### src/rtl/bip4_pkg.sv
package bip4_pkg;

    localparam int BIP_COLS = 4;

    typedef logic [BIP_COLS-1:0] col_vec_t;

    function automatic int col_popcount(input col_vec_t v);
        int n;
        n = 0;
        for (int i = 0; i < BIP_COLS; i++) begin
            n += int'(v[i]);
        end
        return n;
    endfunction

endpackage

### src/rtl/bip_col_acc.sv
module bip_col_acc
    import bip4_pkg::*;
(
    input  logic     clk,
    input  logic     rst_n,
    input  logic     sof,
    input  logic     dv,
    input  logic     pslot,
    input  col_vec_t nib,
    output col_vec_t run
);
    typedef struct packed {
        col_vec_t acc;
    } acc_st_t;

    acc_st_t st_d, st_q;

    always_comb begin
        // running sum seen by the current slot, cleared at frame start
        run = sof ? '0 : st_q.acc;
        st_d = st_q;
        if (pslot) begin
            st_d.acc = run;
        end else if (dv) begin
            st_d.acc = run ^ nib;
        end else begin
            st_d.acc = run;
        end
    end

    always_ff @(posedge clk) begin
        if (!rst_n) begin
            st_q <= '0;
        end else begin
            st_q <= st_d;
        end
    end
endmodule

### config.mk
export PLATFORM = sky130hd
export DESIGN_NAME = bip_col_acc
export DESIGN_NICKNAME = d
export VERILOG_FILES = /design/src/rtl/bip4_pkg.sv /design/src/rtl/bip_col_acc.sv
export SDC_FILE = /design/constraint.sdc
export NUM_CORES = 1
export LEC_CHECK = 0
export BUFFER_PORTS_ARGS = -buffer_cell sky130_fd_sc_hd__buf_2
export CAP_MARGIN = 25
export CORE_AREA = 2 2 39 41
export CTS_CLUSTER_SIZE = 28
export DETAILED_ROUTE_END_ITERATION = 16
export DIE_AREA = 0 0 41 43
export GPL_ROUTABILITY_DRIVEN = 1
export PLACE_DENSITY_LB_ADDON = 0.3
export SYNTH_ARGS = -nofsm -noshare
export SYNTH_HDL_FRONTEND = slang
export SYNTH_SLANG_ARGS = --single-unit
export TNS_END_PERCENT = 30
### constraint.sdc
create_clock -name clk -period 0.8 [get_ports clk]
set_input_delay 0.16 -clock clk [delete_from_list [all_inputs] [get_ports clk]]
set_output_delay 0.16 -clock clk [all_outputs]
set_load 0.01 [all_outputs]
==> flow_metrics.py <==
metrics = {
    "status": {
        "outcome": "complete, but fails checks",
        "violations": "negative setup slack",
    },
    "sta": {
        "fmax_mhz": 1063,
        "max-slew-margin-rel": 0.8643,
        "rsz0062_at_grt": "true",
        "period_share": 1.176,
        "final.setup.worst_slack_ns": -0.1405,
        "slew_violations": 0,
        "finalClockSkew_ns": 0,
        "finalHoldViolations": 0,
        "worstMarginPinSlew_ns": 0.2035,
        "period_needed_ns": 0.9405,
        "setup_viol": 8,
    },
    "cts": {
        "clock_insertion_delay_worst_skew_ns": 0.23,
        "clk_pin_slew_worst_paths_ns": 0.04,
        "htreeDepth": 1,
        "cts_tree": "yes",
        "postCtsHoldBufs": 0,
        "clk_path_buf_depth": 2,
        "cts_root_buf": "clkbuf_4",
        "cts_buffers": 3,
        "cts_sinks": 4,
    },
    "worst_setup_path": {
        "startpoint_type": "flop",
        "end_kind": "output pin",
        "worstSetupPathType": "flop to output pin",
        "crit_required_ns": 0.64,
        "path_max_fanout": 2,
        "cp.arrival_ns": 0.78,
        "timing.rr.start": "st_q[3]",
        "reg2regPathDepth": 4,
        "rr_endpoint": "st_q[3]",
        "reg2reg_slack_ns": -0.11,
    },
    "min_path": {
        "hp-start": "rst_n",
        "whs_path_depth": 2,
        "hp-class": "input pin to flop",
        "min_to": "st_q[3]",
    },
    "pwr": {
        "powerDensity_mw_per_mm2": 1409,
        "power_leakage_nw": 0.1637,
        "report.power.total_uw": 543.2,
        "ir_drop_uv": 301.1,
    },
    "yosys": {
        "synth_edf_count": 0,
        "synth_cell_type_count": 5,
        "synth_area_um2": 205.2,
        "synth_top_area_cell": "dfxtp_1",
        "synth_common_cells": "and2_1, dfxtp_1, nand3b_1, nor2b_2, xnor2_1",
        "ys_ff_latch": 4,
        "synth_cells": 20,
        "synth_top_area_frac": 0.3902,
        "seq_area_frac_synth": 0.3902,
        "avgSynthCellArea_um2": 10.26,
        "synthTopCellsByArea": "dfxtp_1, nor2b_2, xnor2_1",
        "async_reset_ff_frac": 0,
        "ys_warn_count": 0,
        "syn_nets": 29,
        "synth_ff_type": "dfxtp_1",
    },
    "floorplan": {
        "boundaryPins": 13,
        "core.rowCount": 14,
        "die_x_um": 41,
        "start_util": 0.1483,
        "core_region_area_mm2": 0.001384,
        "die_y_um": 43,
        "dieArea_mm2": 0.001763,
    },
    "finish": {
        "largestRegisters": "st_q x4",
        "top_register": "st_q",
        "drive_gt1_frac": 0.6410,
        "syn2layout_area_growth_pct": 87.80,
        "diodes": 0,
        "nets": 50,
        "utilization": 0.2785,
        "largest_reg_flops": 4,
        "fillCellCount": 156,
    },
    "global_route": {
        "grt_max_degree": 5,
        "antenna_found_initial": 0,
        "grt_pass1_wl_um": 676,
        "grt-ovfl-total": 0,
        "grtUsageTotal": 0.06627,
        "grt_pass1_vias": 173,
    },
    "place": {
        "portBuffers": 12,
        "place_congestion": 0.6060,
    },
    "drt": {
        "firstDrtPassIters": 1,
        "drcViolationCount": 0,
        "vias_per_cell": 3.491,
        "wl_um": 416,
        "routed-via-count": 192,
        "wl_per_cell_um": 7.564,
        "drt_first_iter_violations": 0,
        "drtAntennaViolNets": 0,
    },
    "job": {
        "cap_violations": 0,
    },
}
==> placed cells by master (no fill, tap or decap) <==
master and n:
xnor2_1 4, clkbuf_4 3, dfxtp_1 2, buf_6 4, nand3b_1 4, nor2b_4 4
and2_1 4, buf_4 4, buf_2 8, dfxtp_2 2
==> cells by family (layout without fill, tap and decap cells) <==
| group | count (synthesis) | in the layout | share of synthesized area |
|---|---|---|---|
| buf+inv | 0 | 19 | 0 |
| simple gates | 12 | 12 | 0.4390 |
| flops | 4 | 4 | 0.3903 |
| xor+xnor | 4 | 4 | 0.1707 |
==> area by class of cell <==
class	instances	area, µm²	area share
multi-input combinational	16	145.1	0.3766
tap	16	20.02	0.05195
sequential	4	82.58	0.2143
timing repair buffer	16	115.1	0.2987
clock buffer	3	22.52	0.05844
==> report_power, final <==
part           total [mW]  switching, mW  internal (mW)  leakage, nW
logic              0.0862         0.0330         0.0533        0.116
registers           0.211        0.00205          0.209       0.0335
clock network       0.245         0.0780          0.168       0.0138
==> metrics by stage <==
step	hold WS, ns	std cells	area, µm²	TNS, ns	worst slack (ns)
global route	0.1677	55	385.4	-1.245	-0.1869
detailed placement	0.4027	48	290.3	-0.1082	-0.03413
finish	0.1629	55	385.4	-0.9156	-0.1405
floorplan	0.2817	20	210.2	-0.05927	-0.01976
global placement	0.4087	48	290.3	-0.08703	-0.02729
CTS	0.1540	55	382.9	-1.016	-0.1569
==> how the worst max path moves through the flow <==
stage / start / to / cells after the start
after floorplan: st_q[1] / st_q[1] / 3
after global placement: pslot / st_q[2] / 4
after detailed placement: pslot / st_q[0] / 4
after CTS: st_q[2] / run[2] / 2
after global routing: st_q[3] / run[3] / 2
final: st_q[3] / run[3] / 2
==> worst max-delay path: stages (launching register included) <==
cell,delay [ns]
dfxtp_2,0.31
nor2b_4,0.14
buf_6,0.10
==> repair_timing <==
action / in CTS / in global routing
cloned: 0 / 0
resized for setup: 7 / 2
setup endpoints to repair: 7 / 8
buffers inserted: 4 / 0
pin swaps: 0 / 2
==> routing by layer <==
layer,GRT usage,part of all wire
met4,0.1200,0
met1,0.07395,0.44
met5,0,0
met3,0.01571,0.060
met2,0.06875,0.49
No activity file was read; power rests on OpenSTA's default activity.
